**src/rtl/rm_addr_pkg.sv**
```systemverilog
package rm_addr_pkg;

    localparam int SEL_W  = 16;
    localparam int OFF_W  = 16;
    localparam int SHIFT  = 4;
    localparam int PA_W   = SEL_W + SHIFT;
    localparam int HI_W   = 4;
    localparam int SPAN_W = 4;
    localparam int VEC_W  = 8;
    localparam int LIM_W  = 16;

    typedef enum logic [1:0] {
        KIND_DATA  = 2'd0,
        KIND_FETCH = 2'd1,
        KIND_COPRO = 2'd2,
        KIND_VECT  = 2'd3
    } acc_kind_e;

    localparam logic [7:0] VEC_TBL   = 8'd8;
    localparam logic [7:0] VEC_COPRO = 8'd9;
    localparam logic [7:0] VEC_SEG   = 8'd13;

    typedef struct packed {
        logic       fault;
        logic [7:0] vec;
        logic       restart;
    } fault_t;

    // last byte offset reached by an access of n bytes (n == 0 counts as 1);
    // bit OFF_W set means the access ran past the segment end
    function automatic logic [OFF_W:0] last_byte(input logic [OFF_W-1:0] off,
                                                 input logic [SPAN_W-1:0] n);
        logic [SPAN_W-1:0] extra;
        extra = (n == '0) ? '0 : n - 1'b1;
        return {1'b0, off} + (OFF_W+1)'(extra);
    endfunction

endpackage

```
**src/rtl/rm_base_adder.sv**
```systemverilog
module rm_base_adder
    import rm_addr_pkg::*;
(
    input  logic [SEL_W-1:0] seg_sel,
    input  logic [OFF_W-1:0] offset,
    output logic [PA_W-1:0]  phys
);
    logic [PA_W-1:0] base;
    logic [PA_W-1:0] off_ext;

    always_comb begin
        base    = {seg_sel, {SHIFT{1'b0}}};
        off_ext = PA_W'(offset);
        phys    = base + off_ext;
    end
endmodule

```
**src/rtl/rm_fault_check.sv**
```systemverilog
module rm_fault_check
    import rm_addr_pkg::*;
(
    input  logic [OFF_W-1:0]  offset,
    input  logic              is_word,
    input  acc_kind_e         kind,
    input  logic [SPAN_W-1:0] span,
    input  logic [VEC_W-1:0]  int_num,
    input  logic [LIM_W-1:0]  tbl_limit,
    output fault_t            result
);
    localparam int ENT_W = VEC_W + 2;

    logic [OFF_W:0]  span_end;
    logic [ENT_W-1:0] entry_end;
    logic tbl_ov, cop_ov, seg_ov;

    always_comb begin
        span_end  = last_byte(offset, span);
        entry_end = {int_num, 2'b11};
        tbl_ov = (kind == KIND_VECT) && (LIM_W'(entry_end) > tbl_limit);
        cop_ov = (kind == KIND_COPRO) && span_end[OFF_W];
        seg_ov = ((kind == KIND_DATA) && is_word && (offset == '1)) ||
                 ((kind == KIND_FETCH) && span_end[OFF_W]);

        result = '0;
        if (tbl_ov) begin
            result.fault   = 1'b1;
            result.vec     = VEC_TBL;
            result.restart = 1'b1;
        end else if (cop_ov) begin
            result.fault   = 1'b1;
            result.vec     = VEC_COPRO;
            result.restart = 1'b0;
        end else if (seg_ov) begin
            result.fault   = 1'b1;
            result.vec     = VEC_SEG;
            result.restart = 1'b1;
        end
    end
endmodule

```
**src/rtl/rm_seg_addr_unit.sv**
```systemverilog
module rm_seg_addr_unit
    import rm_addr_pkg::*;
(
    input  logic              clk,
    input  logic              rst,
    input  logic              req,
    input  logic [15:0]       seg_sel,
    input  logic [15:0]       offset,
    input  logic              is_word,
    input  logic [1:0]        acc_kind,
    input  logic [3:0]        span,
    input  logic [7:0]        int_num,
    input  logic [15:0]       tbl_limit,
    output logic              done,
    output logic [19:0]       phys_addr,
    output logic [3:0]        addr_hi,
    output logic              fault,
    output logic [7:0]        fault_vec,
    output logic              restart
);
    logic [PA_W-1:0] phys_c;
    fault_t          flt_c;
    fault_t          flt_q;

    rm_base_adder u_adder (
        .seg_sel (seg_sel),
        .offset  (offset),
        .phys    (phys_c)
    );

    rm_fault_check u_fault (
        .offset    (offset),
        .is_word   (is_word),
        .kind      (acc_kind_e'(acc_kind)),
        .span      (span),
        .int_num   (int_num),
        .tbl_limit (tbl_limit),
        .result    (flt_c)
    );

    always_ff @(posedge clk) begin
        if (rst) begin
            done      <= 1'b0;
            phys_addr <= '0;
            flt_q     <= '0;
        end else begin
            done <= req;
            if (req) begin
                phys_addr <= phys_c;
                flt_q     <= flt_c;
            end
        end
    end

    assign addr_hi   = '0;
    assign fault     = flt_q.fault;
    assign fault_vec = flt_q.vec;
    assign restart   = flt_q.restart;


    done_follow_chk: assert property (@(posedge clk) disable iff (rst)
        req |=> done);

    done_pulse_chk: assert property (@(posedge clk) disable iff (rst)
        !req |=> !done);

    hold_chk: assert property (@(posedge clk) disable iff (rst)
        !req |=> ($stable(phys_addr) && $stable(fault) && $stable(fault_vec)));

    phys_sum_chk: assert property (@(posedge clk) disable iff (rst)
        req |=> (phys_addr == (({4'b0, $past(seg_sel)} << 4) + {4'b0, $past(offset)})));

    byte_ok_chk: assert property (@(posedge clk) disable iff (rst)
        (req && acc_kind == 2'd0 && !is_word) |=> !fault);

    cop_restart_chk: assert property (@(posedge clk) disable iff (rst)
        (done && fault_vec == 8'd9) |-> !restart);

    clean_chk: assert property (@(posedge clk) disable iff (rst)
        !fault |-> (fault_vec == 8'd0 && !restart));
endmodule

```
**config.mk**
```make
export PLATFORM = sky130hd
export DESIGN_NAME = rm_seg_addr_unit
export DESIGN_NICKNAME = d
export VERILOG_FILES = /design/src/rtl/rm_addr_pkg.sv /design/src/rtl/rm_base_adder.sv /design/src/rtl/rm_fault_check.sv /design/src/rtl/rm_seg_addr_unit.sv
export SDC_FILE = /design/constraint.sdc
export NUM_CORES = 1
export LEC_CHECK = 0
export BUFFER_PORTS_ARGS = -buffer_cell sky130_fd_sc_hd__buf_2
export CAP_MARGIN = 0
export CELL_PAD_IN_SITES_DETAIL_PLACEMENT = 1
export CELL_PAD_IN_SITES_GLOBAL_PLACEMENT = 2
export CORE_MARGIN = 4
export CORE_UTILIZATION = 27
export CTS_BUF_LIST = sky130_fd_sc_hd__clkbuf_8 sky130_fd_sc_hd__clkbuf_16
export DETAILED_ROUTE_END_ITERATION = 6
export GPL_TIMING_DRIVEN = 0
export HOLD_SLACK_MARGIN = 0.1
export PLACE_DENSITY_LB_ADDON = 0.1
export REMOVE_ABC_BUFFERS = 1
export SLEW_MARGIN = 15
export SYNTH_ARGS = -nofsm -noshare
export SYNTH_HDL_FRONTEND = slang
export SYNTH_HIERARCHICAL = 1
export SYNTH_SLANG_ARGS = --single-unit
```
**constraint.sdc**
```tcl
create_clock -name clk -period 2.3 [get_ports clk]
set_input_delay 0.23 -clock clk [delete_from_list [all_inputs] [get_ports clk]]
set_output_delay 0.23 -clock clk [all_outputs]
set_load 0.05 [all_outputs]
```
==> impl_metrics.tcl, run 1 <==
set metrics [dict create \
    gp_congestion 0.7079 \
    max-clock-path-buffers 2 \
    cts_tree "yes" \
    cp-start-kind "input port" \
    wl_met1_um 3401 \
    final_common_cell "buf_2" \
    dieArea_mm2 0.01073 \
    cts-buffers-inserted 5 \
    synthMuxAreaShare_pct 12.18 \
    row_count 34 \
    tightest_slew_ns 0.9270 \
    final_hold_viol_count 0 \
    hold_depth 3 \
    htreeDepth 2 \
    criticalPathCategory "in2reg" \
    multi_input_area_mm2 0.001613 \
    path_clk_slew_ns 0.07 \
    drv_slew 0 \
    final_util_pct 33.90 \
    synth_compound_area_share_pct 16.18 \
    synth_top_family_by_area "simple AND/OR/NAND/NOR gates" \
    antenna_cells 0 \
    startpoint "offset[4]" \
    synth-edff-count 0 \
    initial_core_util_pct 28.01 \
    drcViolationCount 0 \
    ys_ff_latch 31 \
    r2r_cells 2 \
    grt_usage_pct 12.48 \
    slew_headroom_pct 38.20 \
    synth_cell_type_count 50 \
    maxCapViolations 0 \
    finalSetupViolCount 0 \
    io_buffers 96 \
    min_from "offset[0]" \
    r2r-end "fault_vec[6]" \
    min_period_ns 2.044 \
    area_growth_pct 21.06 \
    hpwl_um 5475 \
    required_ns 2.46 \
    status "completed" \
    layout_common_cells "96 x buf_2, 41 x nor2_1, 31 x dfxtp_1, 30 x mux2i_1, 23 x ha_1" \
    synthArstFlopShare_pct 0 \
    fin_nets 460 \
    worst-endpoint-arrival_ns 2.20 \
    ys_seq_area_share_pct 25.16 \
    grt_pass1_vias 2258 \
    rsz0062_at_grt "no" \
    clock-sinks 31 \
    core_area_mm2 0.008806 \
    overflow 0 \
    drt_iter0_markers 23 \
    syn_area_mm2 0.002466 \
    finalClockSkew_ns 0 \
    powerDensity_mw_per_mm2 558.2 \
    critPathMaxFanout 8 \
    cts_resized 0 \
    drive_gt1_share_pct 30.81 \
    avgRoutedWirePerCell_um 13.94 \
    end_kind "flip-flop" \
    fin_crit_sh_pct 88.85 \
    firstDrtPassIters 4 \
    hold_class "in2reg" \
    cts_root_buf "clkbuf_8" \
    synthXorXnorAreaFrac_pct 3.551 \
    via_count 2259 \
    met2WireLength_um 2897 \
    wl_met3_um 279 \
    min_to "phys_addr[0]" \
    ys_warn_count 6 \
    die_w_um 103.6 \
    ios 101 \
    path_cells "buf_2, ha_1, fa_1, a21o_1, a221oi_4, o21ai_0, xor2_1, mux2i_1, nor2_1" \
    antenna_found_initial 0 \
    leakagePower_uw 0.001521 \
    regArea_um2 620.6 \
    yosysTopAreaCell "dfxtp_1" \
    top_layer_used "met4" \
    max_freq_ghz 0.4893 \
    wirelength_um 6661 \
    syn-mean-instance-area_um2 8.684 \
    reg2reg_slack_ns 1.66 \
    timing.rr.start "fault_vec[6]" \
    ir_drop_v 0.0001756 \
    viasPerCell 4.726 \
    cts_setup_buffers 0 \
    antenna_left 0 \
    clock_latency_ns 0.28 \
    fill_cells 1088 \
    grt_max_degree 32 \
    die-height_um 103.6 \
    critical-path-max-stage-delay_ns 0.42 \
    synth-simple-area-share_pct 19.63 \
    synthAdderAreaFrac_pct 12.48 \
    synth_area_leaders "dfxtp_1 25%, mux2i_1 12%, ha_1 12%" \
    cpMaxStageDelayCell "a221oi_4" \
    ys.flop_type "dfxtp_1" \
    synthCells 284 \
    grt_pass1_wl_um 11060 \
    holdBufCountCts 0 \
    timing.setup.tns_ns 0 \
    yosys.area.top_type_share_pct 25.16 \
]
-- sequential cells by signal, indices dropped and copies added (netlist names) --
name and cells:
done 1, fault 1, phys_addr 20, fault_vec 8
restart 1
-- report_power, final --
| group | switching (uW) | internal [uW] | leakage, uW |
|---|---|---|---|
| clock | 213 | 235 | 0.0000470 |
| sequential | 19.4 | 577 | 0.000255 |
| combinational | 398 | 224 | 0.00122 |
-- Yosys cell counts, types with 4 or more instances --
cell / number
o21ai_0: 8
nand3_1: 7
inv_1: 13
ha_1: 23
nand2_1: 13
mux2i_1: 30
buf_4: 14
dfxtp_1: 31
nor2_1: 41
xnor2_1: 6
a21oi_1: 13
a21o_1: 5
nor3_1: 7
nand4_1: 10
xor2_1: 4
nand2b_1: 5
-- critical path: cells and delay by family --
| kind | cells | cell delay (ns) |
|---|---|---|
| multiplexers | 1 | 0.15 |
| XOR/XNOR | 1 | 0.17 |
| AO/OA/AOI/OAI | 3 | 0.85 |
| buffers and inverters | 1 | 0.11 |
| AND/OR/NAND/NOR | 1 | 0.05 |
| adder cells (fa/ha/maj) | 2 | 0.64 |
-- logic make-up after synthesis --
kind of cell    count (synthesis)
flops                          31
buf+inv                        37
fa+ha+maj                      24
compound gates                 50
xor+xnor                       10
other cells                     2
simple gates                  100
mux                            30
-- worst max-delay path by stage --
stage	endpoint	slack, ns	cells after the start
finish	phys_addr[14]	0.26	9
floorplan	phys_addr[14]	0.32	8
global placement	phys_addr[14]	-0.03	9
detailed placement	phys_addr[14]	-0.07	9
global route	phys_addr[14]	0.12	9
CTS	phys_addr[14]	0.24	9
-- per-layer routing --
| metal | vias to the layer above | global-route usage (%) |
|---|---|---|
| met5 | - | 0 |
| met4 | 0 | 3.704 |
| met3 | 7 | 2.612 |
| met2 | 57 | 19.02 |
| met1 | 1031 | 17.70 |
| li1 | 1164 | - |
-- per-stage QoR --
| stage | hold slack [ns] | power, uW | setup slack, ns | instance area, um2 | instances |
|---|---|---|---|---|---|
| final | 0.2323 | 1666 | 0.2564 | 2985 | 478 |
| after global routing | 0.2463 | 1775 | 0.1227 | 2985 | 478 |
| after CTS | 0.2298 | 1697 | 0.2411 | 2985 | 478 |
| after detailed placement | 0.4767 | 1239 | -0.06773 | 2898 | 471 |
| after global placement | 0.4692 | 1233 | -0.02750 | 2898 | 471 |
| after floorplan | 0.3016 | 1040 | 0.3155 | 2282 | 267 |
-- area by class of cell --
cell class | instances | area share, %
Inverter | 13 | 1.635
Timing Repair Buffer | 96 | 16.09
Tap cell | 108 | 4.526
Clock buffer | 6 | 2.766
Multi-Input combinational cell | 223 | 54.02
Clock inverter | 1 | 0.1676
Sequential cell | 31 | 20.79
No activity file was read; power rests on OpenSTA's default activity.
==> run 2, diff against run 1 <==
--- a/config.mk
+++ b/config.mk
@@ -15,6 +15,7 @@
 export DETAILED_ROUTE_END_ITERATION = 6
 export GPL_TIMING_DRIVEN = 0
 export HOLD_SLACK_MARGIN = 0.1
+export MAX_ROUTING_LAYER = met4
 export PLACE_DENSITY_LB_ADDON = 0.1
 export REMOVE_ABC_BUFFERS = 1
 export SLEW_MARGIN = 15
==> run 2 against run 1 <==
Register-to-register slack barely moved. Sequential share of layout area did not move. First-iteration DRC count rose by 52%. Core utilization did not move. Clock power barely moved. Cell count did not move. Via count barely moved. Total power barely moved. Setup slack got worse by 0.0087 ns. Worst hold slack barely moved. Maximum frequency fell by 0.42%.
==> impl_metrics.tcl, run 2 (synthesized netlist as in run 1, its figures left out) <==
set metrics [dict create \
    grt_usage_pct 12.83 \
    die-height_um 103.6 \
    leakagePower_uw 0.001521 \
    initial_core_util_pct 28.01 \
    ir_drop_v 0.0001761 \
    powerDensity_mw_per_mm2 558.3 \
    worst-endpoint-arrival_ns 2.21 \
    end_kind "flip-flop" \
    viasPerCell 4.728 \
    critical-path-max-stage-delay_ns 0.43 \
    cts_setup_buffers 0 \
    via_count 2260 \
    dieArea_mm2 0.01073 \
    drive_gt1_share_pct 30.81 \
    antenna_found_initial 0 \
    clock_latency_ns 0.28 \
    timing.setup.tns_ns 0 \
    path_clk_slew_ns 0.07 \
    rsz0062_at_grt "no" \
    drcViolationCount 0 \
    max-clock-path-buffers 2 \
    wirelength_um 6659 \
    status "completed" \
    cpMaxStageDelayCell "a221oi_4" \
    drt_iter0_markers 35 \
    cts_tree "yes" \
    path_buf_inv 1 \
    die_w_um 103.6 \
    finalSetupViolCount 0 \
    ios 101 \
    largest_reg_flops 20 \
    area_growth_pct 21.06 \
    hold_slack_ns 0.2322 \
    antenna_left 0 \
    tightest_slew_ns 0.9270 \
    grt_max_degree 32 \
    cts_root_buf "clkbuf_8" \
    final_hold_viol_count 0 \
    path_cells "buf_2, ha_1, fa_1, a21o_1, a221oi_4, o21ai_0, xor2_1, mux2i_1, nor2_1" \
    finalClockSkew_ns 0 \
    gp_congestion 0.7158 \
    htreeDepth 2 \
    criticalPathCategory "in2reg" \
    min_period_ns 2.052 \
    clock-sinks 31 \
    final_common_cell "buf_2" \
    cts_resized 0 \
    avgRoutedWirePerCell_um 13.93 \
    drv_slew 0 \
    row_count 34 \
    hold_class "in2reg" \
    holdBufCountCts 0 \
    firstDrtPassIters 4 \
    io_buffers 96 \
    final_util_pct 33.90 \
    fin_nets 460 \
    slew_headroom_pct 38.20 \
    overflow 0 \
    max_freq_ghz 0.4873 \
    cpLargestDelayFamily "compound AO/OA/AOI/OAI gates" \
    critPathMaxFanout 8 \
    hpwl_um 5475 \
    grt_pass1_vias 2260 \
    fin_crit_sh_pct 89.23 \
    required_ns 2.46 \
    antenna_cells 0 \
    layout_common_cells "96 x buf_2, 41 x nor2_1, 31 x dfxtp_1, 30 x mux2i_1, 23 x ha_1" \
    cp-start-kind "input port" \
    grt_pass1_wl_um 11050 \
    cts-buffers-inserted 5 \
    largest-register "phys_addr" \
    maxCapViolations 0 \
    core_area_mm2 0.008806 \
]
-- run 2: final timing paths --
kind	startpoint	endpoint	slack, ns	depth (start not counted)
worst max-delay path	offset[4]	phys_addr[14]	0.25	9
worst min register to register	phys_addr[12]	phys_addr[12]	0.49	2
worst min-delay path	offset[0]	phys_addr[0]	0.23	3
worst max register to register	phys_addr[13]	phys_addr[13]	1.66	2
-- run 2: stage by stage --
step	setup slack [ns]	std cells	cell area, um2	total power (uW)
final	0.2477	478	2985	1667
after global routing	0.1119	478	2985	1775
after CTS	0.2411	478	2985	1697
after detailed placement	-0.06773	471	2898	1239
after global placement	-0.02750	471	2898	1233
after floorplan	0.3155	267	2282	1040
-- run 2: layer usage --
layer	part of all wire, %	global-route usage [%]	routed length [um]
met5	0	-	0
met4	1.2	3.704	82
met3	4.0	2.488	266
met2	44	19.02	2897
met1	51	17.78	3411
-- run 2: worst reg2reg max path, stage by stage (launching register included) --
cell     delay (ns)
dfxtp_1        0.32
mux2i_1        0.12
nor2_1         0.06
-- run 2: where the power goes --
group / total (uW) / switching [uW] / internal [uW]
registers: 597 / 19.4 / 577
logic: 622 / 398 / 224
clock network: 448 / 213 / 235
total: 1670 / 631 / 1040
-- run 2: layout make-up --
class                           count  area [um2]
Sequential cell                    31       620.6
Clock buffer                        6       82.58
Timing Repair Buffer               96       480.5
Multi-Input combinational cell    223        1613
Clock inverter                      1       5.005
Tap cell                          108       135.1
Fill cell                        1088        5821
Inverter                           13       48.80
